==> src/rtl/pwrdn_pkg.sv <==
package pwrdn_pkg;
   typedef enum logic {
      PST_SLEEP = 1'b0,
      PST_AWAKE = 1'b1
   } pstate_e;
endpackage

==> src/rtl/pdc_sync.sv <==
module pdc_sync #(
   parameter int STAGES = 2,
   parameter bit RST_VAL = 1'b0
) (
   input  logic clk,
   input  logic rst_n,
   input  logic d,
   output logic q
);
   logic [STAGES-1:0] chain;

   generate
      for (genvar s = 0; s < STAGES; s++) begin : g_stage
         if (s == 0) begin : g_first
            always_ff @(posedge clk or negedge rst_n) begin
               if (!rst_n) chain[0] <= RST_VAL;
               else        chain[0] <= d;
            end
         end else begin : g_next
            always_ff @(posedge clk or negedge rst_n) begin
               if (!rst_n) chain[s] <= RST_VAL;
               else        chain[s] <= chain[s-1];
            end
         end
      end
   endgenerate

   assign q = chain[STAGES-1];
endmodule

==> src/rtl/pdc_activity.sv <==
module pdc_activity #(
   parameter int SYNC_STAGES  = 2,
   parameter int STALL_CYCLES = 64
) (
   input  logic clk,
   input  logic rst_n,
   input  logic sig,
   output logic active
);
   localparam int SW = $clog2(STALL_CYCLES + 1);
   localparam logic [SW-1:0] STALL_MAX = SW'(STALL_CYCLES);

   logic          sig_s;
   logic          sig_d;
   logic [SW-1:0] quiet_cnt;

   pdc_sync #(.STAGES(SYNC_STAGES), .RST_VAL(1'b0)) u_sig_sync (
      .clk  (clk),
      .rst_n(rst_n),
      .d    (sig),
      .q    (sig_s)
   );

   always_ff @(posedge clk or negedge rst_n) begin
      if (!rst_n) begin
         sig_d     <= 1'b0;
         quiet_cnt <= STALL_MAX;
      end else begin
         sig_d <= sig_s;
         if (sig_s != sig_d)
            quiet_cnt <= '0;
         else if (quiet_cnt != STALL_MAX)
            quiet_cnt <= quiet_cnt + 1'b1;
      end
   end

   assign active = (quiet_cnt != STALL_MAX);
endmodule

==> src/rtl/pdc_idle_timer.sv <==
module pdc_idle_timer #(
   parameter int IDLE_CYCLES = 512
) (
   input  logic clk,
   input  logic rst_n,
   input  logic clear,
   input  logic advance,
   output logic expired
);
   localparam int CW = $clog2(IDLE_CYCLES + 1);
   localparam logic [CW-1:0] LAST = CW'(IDLE_CYCLES - 1);

   logic [CW-1:0] cnt;

   always_ff @(posedge clk or negedge rst_n) begin
      if (!rst_n)              cnt <= '0;
      else if (clear)          cnt <= '0;
      else if (advance) begin
         if (cnt != LAST)      cnt <= cnt + 1'b1;
         else                  cnt <= '0;
      end
   end

   assign expired = advance && !clear && (cnt == LAST);
endmodule

==> src/rtl/pdc_guard.sv <==
module pdc_guard #(
   parameter int GUARD_PULSES = 2
) (
   input  logic clk,
   input  logic rst_n,
   input  logic clear,
   input  logic pulse,
   output logic done
);
   generate
      if (GUARD_PULSES == 0) begin : g_none
         assign done = 1'b1;
      end else begin : g_count
         localparam int GW = $clog2(GUARD_PULSES + 1);
         localparam logic [GW-1:0] GMAX = GW'(GUARD_PULSES);
         logic [GW-1:0] seen;

         always_ff @(posedge clk or negedge rst_n) begin
            if (!rst_n)                      seen <= '0;
            else if (clear)                  seen <= '0;
            else if (pulse && seen != GMAX)  seen <= seen + 1'b1;
         end

         assign done = (seen == GMAX);
      end
   endgenerate
endmodule

==> src/rtl/pwrdn_ctrl.sv <==
module pwrdn_ctrl
   import pwrdn_pkg::*;
#(
   parameter int SYNC_STAGES  = 2,
   parameter int IDLE_CYCLES  = 512,
   parameter int STALL_CYCLES = 64,
   parameter int GUARD_PULSES = 2
) (
   input  logic mclk,
   input  logic rst_n,
   input  logic pd_n,
   input  logic bclk,
   input  logic fs_tx,
   input  logic fs_rx,
   output logic pwr_down,
   output logic dt_oe
);
   generate
      if (SYNC_STAGES < 2) begin : g_bad_sync
         $error("pwrdn_ctrl: SYNC_STAGES must be at least 2");
      end
      if (IDLE_CYCLES < 2) begin : g_bad_idle
         $error("pwrdn_ctrl: IDLE_CYCLES must be at least 2");
      end
      if (STALL_CYCLES < 2) begin : g_bad_stall
         $error("pwrdn_ctrl: STALL_CYCLES must be at least 2");
      end
      if (GUARD_PULSES < 0) begin : g_bad_guard
         $error("pwrdn_ctrl: GUARD_PULSES must not be negative");
      end
   endgenerate

   pstate_e state;
   logic    pd_ok;
   logic    bclk_act;
   logic    fs_tx_r, fs_tx_rr, fs_rx_r;
   logic    tx_rise;
   logic    idle_clear, idle_adv, idle_exp;
   logic    guard_done;

   pdc_sync #(.STAGES(SYNC_STAGES), .RST_VAL(1'b0)) u_pd_sync (
      .clk  (mclk),
      .rst_n(rst_n),
      .d    (pd_n),
      .q    (pd_ok)
   );

   pdc_activity #(.SYNC_STAGES(SYNC_STAGES), .STALL_CYCLES(STALL_CYCLES)) u_bclk_mon (
      .clk   (mclk),
      .rst_n (rst_n),
      .sig   (bclk),
      .active(bclk_act)
   );

   always_ff @(posedge mclk or negedge rst_n) begin
      if (!rst_n) begin
         fs_tx_r  <= 1'b0;
         fs_tx_rr <= 1'b0;
         fs_rx_r  <= 1'b0;
      end else begin
         fs_tx_r  <= fs_tx;
         fs_tx_rr <= fs_tx_r;
         fs_rx_r  <= fs_rx;
      end
   end

   assign tx_rise    = fs_tx_r && !fs_tx_rr;
   assign idle_clear = (state == PST_SLEEP) || fs_tx_r || fs_rx_r;
   assign idle_adv   = bclk_act;

   pdc_idle_timer #(.IDLE_CYCLES(IDLE_CYCLES)) u_idle (
      .clk    (mclk),
      .rst_n  (rst_n),
      .clear  (idle_clear),
      .advance(idle_adv),
      .expired(idle_exp)
   );

   always_ff @(posedge mclk or negedge rst_n) begin
      if (!rst_n) begin
         state <= PST_SLEEP;
      end else begin
         unique case (state)
            PST_SLEEP: if (pd_ok && bclk_act && tx_rise) state <= PST_AWAKE;
            PST_AWAKE: if (!pd_ok || idle_exp)           state <= PST_SLEEP;
            default:                                     state <= PST_SLEEP;
         endcase
      end
   end

   pdc_guard #(.GUARD_PULSES(GUARD_PULSES)) u_guard (
      .clk  (mclk),
      .rst_n(rst_n),
      .clear(state == PST_SLEEP),
      .pulse(tx_rise),
      .done (guard_done)
   );

   assign pwr_down = (state == PST_SLEEP);
   assign dt_oe    = (state == PST_AWAKE) && guard_done;
endmodule

==> config.mk <==
export PLATFORM = sky130hd
export DESIGN_NAME = pwrdn_ctrl
export DESIGN_NICKNAME = d
export VERILOG_FILES = /design/src/rtl/pwrdn_pkg.sv /design/src/rtl/pdc_sync.sv /design/src/rtl/pdc_activity.sv /design/src/rtl/pdc_idle_timer.sv /design/src/rtl/pdc_guard.sv /design/src/rtl/pwrdn_ctrl.sv
export SDC_FILE = /design/constraint.sdc
export NUM_CORES = 1
export LEC_CHECK = 0
export BUFFER_PORTS_ARGS = -buffer_cell sky130_fd_sc_hd__buf_2
export CAP_MARGIN = 20
export CELL_PAD_IN_SITES_DETAIL_PLACEMENT = 1
export CELL_PAD_IN_SITES_GLOBAL_PLACEMENT = 2
export CORE_ASPECT_RATIO = 0.7
export CORE_UTILIZATION = 35
export DETAILED_ROUTE_END_ITERATION = 12
export GPL_TIMING_DRIVEN = 0
export HOLD_SLACK_MARGIN = 0.15
export PLACE_DENSITY_LB_ADDON = 0.1
export RECOVER_POWER = 25
export SLEW_MARGIN = 20
export SYNTH_ARGS = -nofsm -noshare
export SYNTH_HDL_FRONTEND = slang
export SYNTH_SLANG_ARGS = --single-unit
==> constraint.sdc <==
create_clock -name mclk -period 1.8 [get_ports mclk]
set_input_delay 0.36 -clock mclk [delete_from_list [all_inputs] [get_ports mclk]]
set_output_delay 0.36 -clock mclk [all_outputs]
set_load 0.005 [all_outputs]
### After elaboration in Yosys (flattened, before gate mapping)

Index checks and enable logic that the tools add are counted.

| cells by class | value |
|---|---|
| add/sub/neg operators | 3 |
| equal/unequal tests | 7 |
| mux-type cells | 10 |
| bitwise logic cells | 1 |
| reduce and logical (&&, ||, !) cells | 15 |

Operators by type and width:

| kind | count |
|---|---|
| two-way mux 10 bit | 3 |
| two-way mux 7 bit | 2 |
| adder 10 x 1 -> 10 bit (second input constant) | 1 |
| equality test 10 x 9 -> 1 bit (second input constant) | 1 |
| != test 10 x 9 -> 1 bit (second input constant) | 1 |
| adder 7 x 1 -> 7 bit (second input constant) | 1 |
| logical AND 1 bit | 7 |
| != test 7 bit (second input constant) | 1 |
| two-way mux 2 bit | 2 |
| nonzero test 2 bit | 2 |
| logical NOT 1 bit | 3 |
| logical OR 1 bit | 3 |
| adder 2 x 1 -> 2 bit (second input constant) | 1 |
| equality test 2 bit (second input constant) | 1 |
| two-way mux 1 bit | 2 |
| != test 2 x 1 -> 1 bit (second input constant) | 1 |
| != test 2 bit (second input constant) | 1 |
| case mux 1 bit (2 select lines) | 1 |
| != test 1 bit | 1 |
| NOT 1 bit | 1 |

| storage, ports and cells | value |
|---|---|
| register bits | 28 |
| logic and storage cells | 48 |

### Depth between registers and ports, before layout

| depth | value |
|---|---|
| depth in word-level cells | 9 |
| gate-level depth with buffers | 6 |

### Cells and area by module

A second synthesis with hierarchy kept.

| unflattened totals | value |
|---|---|
| cells, all modules | 128 |
| area, all modules | 1348.8 um2 |

By module, submodules not included:

| module | instances | cells each | area each (um2) | sequential area each (um2) |
|---|---|---|---|---|
| pdc_idle_timer | 1 | 60 | 548.0 | 250.2 |
| pdc_activity | 1 | 42 | 417.9 | 201.4 |
| pwrdn_ctrl | 1 | 11 | 152.6 | 100.1 |
| pdc_guard | 1 | 11 | 130.1 | 50.0 |
| pdc_sync | 2 | 2 | 50.0 | 50.0 |

### Worst setup path before layout

Ideal clock, no wire load.

| timing path | value |
|---|---|
| path kind | register -> register |
| start point | register u_idle.cnt[0] |
| end point | register u_idle.cnt[9] |
| setup time | 0.082 ns |
| data arrival time | 1.617 ns |
| data required time | 1.718 ns |
| slack | 0.101 ns |
| cell stages (with the launch flop) | 7 |
| cell sequence | dfrtp_1 -> ha_1 -> nand4_1 -> or3_1 -> clkbuf_2 -> or4b_1 -> a31oi_1 |

| between the ends | value |
|---|---|
| word-level cells in the longest chain between the ends | 4 |

Ends and longest elaborated chain:

| element | line | text |
|---|---|---|
| from (decl) | pdc_idle_timer.sv:13 | `logic [CW-1:0] cnt;` |
| from (signal assigned) | pdc_idle_timer.sv:19 | `if (cnt != LAST) cnt <= cnt + 1'b1;` |
| adder 10 x 1 -> 10 bit or != test 10 x 9 -> 1 bit (tied branches) | pdc_idle_timer.sv:19 |  |
| two-way mux 10 bit (*) | pdc_idle_timer.sv:19 |  |
| two-way mux 10 bit (*) | pdc_idle_timer.sv:18 | `else if (advance) begin` |
| two-way mux 10 bit (*) | pdc_idle_timer.sv:17 | `else if (clear) cnt <= '0;` |

Every way passes the cells marked *; elsewhere a longest branch is shown, timed or not. The select of a mux whose other input is x is not followed.
A chain may end at the register's enable or synchronous reset.

### Final worst setup path

| timing path | value |
|---|---|
| start point | register u_idle.cnt[1] |
| end point | register u_idle.cnt[9] |

The elaborated chain is that of the path after synthesis.

==> impl_metrics.env <==
export IMPL_status="completed"
export IMPL_cts_sinks=28
export IMPL_ant_nets=0
export IMPL_critPathArrivalTime_ns=1.94
export IMPL_synth_cell_types=37
export IMPL_start_util_pct=36.6
export IMPL_cts_tree="built"
export IMPL_critPathLaunchType="register"
export IMPL_top_regs="u_idle.cnt: 10 flops, u_bclk_mon.quiet_cnt: 7 flops, u_guard.g_count.seen: 2 flops"
export IMPL_grt_first_pass_wirelength_um=4540
export IMPL_setup_ws_ns=0.0670
export IMPL_tightest_slew_ns=0.695
export IMPL_overflow=0
export IMPL_gp_congestion=0.715
export IMPL_hold_worst_slack_ns=0.186
export IMPL_max_freq_mhz=577
export IMPL_finalCriticalPeriod_ns=1.73
export IMPL_clk_pin_slew_ns=0.09
export IMPL_hpwl_um=1910
export IMPL_dr_pass1_iters=3
export IMPL_vias=916
export IMPL_numCtsBuffers=3
export IMPL_max_cap_viol_count=0
export IMPL_synth_cells=117
export IMPL_wl_per_cell_um=14.9
export IMPL_antenna_found_initial=0
export IMPL_io_pins=8
export IMPL_drive_above_1_share_pct=22.6
export IMPL_max_stage_delay_ns=0.45
export IMPL_worst_setup_path_type="reg -> reg"
export IMPL_seq_area_frac_synth_pct=54.3
export IMPL_final_core_util_pct=42.9
export IMPL_period_share_pct=96.3
export IMPL_power_density_nw_per_um2=760
export IMPL_die_w_um=74.7
export IMPL_end_kind="register"
export IMPL_slowest_stage="dfrtp_1"
export IMPL_largest_reg_flops=10
export IMPL_htreeDepth=1
export IMPL_final_common_cell="dfrtp_1"
export IMPL_synth_cell_area_sq_um=1290
export IMPL_synth_seq_cells=28
export IMPL_p_leak_nw=0.609
export IMPL_grt_use_total_pct=16.0
export IMPL_place_ws_ns=-0.123
export IMPL_clk_insertion_delay_late_ns=0.28
export IMPL_grt_max_degree=29
export IMPL_worstPathRequired_ns=2.00
export IMPL_top_register="u_idle.cnt"
export IMPL_yosys_warnings=0
export IMPL_nFillCells=406
export IMPL_cts_buffer_depth=2
export IMPL_hold_violations=0
export IMPL_n_antenna_cell=0
export IMPL_final_cell_mix="dfrtp_1 (25), nor2_1 (10), nand3_1 (9)"
export IMPL_grt_pass1_vias=908
export IMPL_drv_slew=0
export IMPL_core_area_sq_um=3540
export IMPL_routed_wl_um=2720
export IMPL_syn_num_nets=127
export IMPL_regArea_sq_um=704
export IMPL_drc=0
export IMPL_syn_area_per_cell_sq_um=11.1
export IMPL_relSlewSlack_pct=53.7
export IMPL_die_h_um=52.9
export IMPL_rows=18
export IMPL_finalSetupViolations=0
export IMPL_peakVddDrop_v=0.000315
export IMPL_root_buffer="clkbuf_8"
export IMPL_vias_per_cell=5.01
export IMPL_cp_cell_sequence="ha_4 -> nand4_1 -> or3_1 -> buf_6 -> or4b_1 -> a31oi_1"
export IMPL_portBuffers=7
export IMPL_multi_input_area_sq_um=579
export IMPL_die_area_sq_um=3950
export IMPL_clock_skew_ns=0.00397
export IMPL_min_path_type="in -> reg"
export IMPL_area_growth_pct=17.1
export IMPL_path_max_fanout=8
export IMPL_drtIter0Drc=47
export IMPL_layout_nets=144
report_power, final:
part / internal, mW / leakage [nW] / switching (mW)
registers: 0.652 / 0.362 / 0.0156
logic: 0.0576 / 0.224 / 0.0722
clock network: 0.159 / 0.0228 / 0.195
total: 0.869 / 0.609 / 0.283
cell usage after synthesis:
cell	count	area share [%]
ha_1	4	3.9
xor2_1	5	3.4
a21oi_1	4	1.5
or4_1	1	0.58
dfrtp_1	27	52
and2_1	1	0.48
and3_4	1	0.87
xnor2_1	6	4.1
inv_1	5	1.5
clkbuf_1	1	0.29
a31oi_2	1	0.97
and3_1	1	0.48
o2bb2ai_1	1	0.68
nor2_1	10	2.9
a32o_1	1	0.77
nor4_4	1	1.6
or2_1	1	0.48
a311oi_1	1	0.68
buf_6	1	0.87
clkbuf_2	1	0.39
nand2_1	6	1.7
o21ai_0	1	0.39
o211ai_1	1	0.58
nand2b_1	2	0.97
or4b_1	1	0.77
a31oi_1	8	3.9
dfstp_2	1	2.0
and3_2	1	0.58
or3_1	2	0.97
nand4_1	2	0.97
nor3_1	3	1.2
or3b_1	1	0.68
or2_2	2	0.97
mux2i_1	1	0.77
o31ai_1	1	0.58
nand3_1	9	3.5
o311a_2	1	0.87
worst max-delay path, delay by kind of cell, from the launching register on:
kind / cells / cell delay (ns)
compound gates: 1 / 0.17
fa+ha+maj: 1 / 0.19
flops: 1 / 0.45
buf+inv: 1 / 0.13
simple gates: 3 / 0.72
final cells by class:
type                    count  area share (%)
flip-flops and latches     28            46.5
plain buffers               2            1.49
inverters                   5            1.24
multi-input cells          81            38.2
well taps                  50            4.13
repair buffers             13            5.45
clock buffers               4            2.97
final timing paths:
kind	slack [ns]	cells past startpoint	startpoint	end
setup / recovery	0.07	6	u_idle.cnt[1]	u_idle.cnt[9]
hold / removal	0.19	1	fs_tx	fs_tx_r
setup reg to reg	0.07	6	u_idle.cnt[1]	u_idle.cnt[9]
hold reg to reg	0.35	0	u_pd_sync.chain[0]	u_pd_sync.q
max in group asynchronous	0.66	2	rst_n	u_bclk_mon.quiet_cnt[2]
min in group asynchronous	0.65	2	rst_n	u_idle.cnt[5]
per-layer routing:
metal  vias to the layer above  GRT usage, %  share of wire [%]
met5                         -             0                  0
met4                         0          2.83               0.48
met3                         2          5.14                2.9
met2                         7          24.0                 46
met1                       459          22.5                 51
li1                        448             -                  -
timing repair:
action | CTS | global route
endpoints found under the setup margin | 8 | 9
hold buffers | 1 | 0
pin swaps | 1 | 2
resized for setup | 2 | 8
setup buffers | 2 | 3
endpoints found under the hold margin | 27 | 0
kinds of logic after synthesis:
logic type               synth area share [%]
XOR/XNOR                                 7.45
adder cells (fa/ha/maj)                  3.87
AND/OR/NAND/NOR                          19.7
buffers and inverters                    3.00
AO/OA/AOI/OAI                            10.9
multiplexers                            0.774
flip-flops                               54.3
per-stage QoR:
step / setup TNS, ns / area (sq um) / std cells / total power, mW
2_1_floorplan: 0 / 1290 / 117 / 0.742
3_3_place_gp: -0.129 / 1390 / 174 / 0.777
3_5_place_dp: -0.264 / 1390 / 174 / 0.782
4_1_cts: -0.0326 / 1460 / 180 / 1.15
5_1_grt: -0.000595 / 1520 / 183 / 1.21
6_report: 0 / 1520 / 183 / 1.15
No activity file was read; power rests on OpenSTA's default activity.
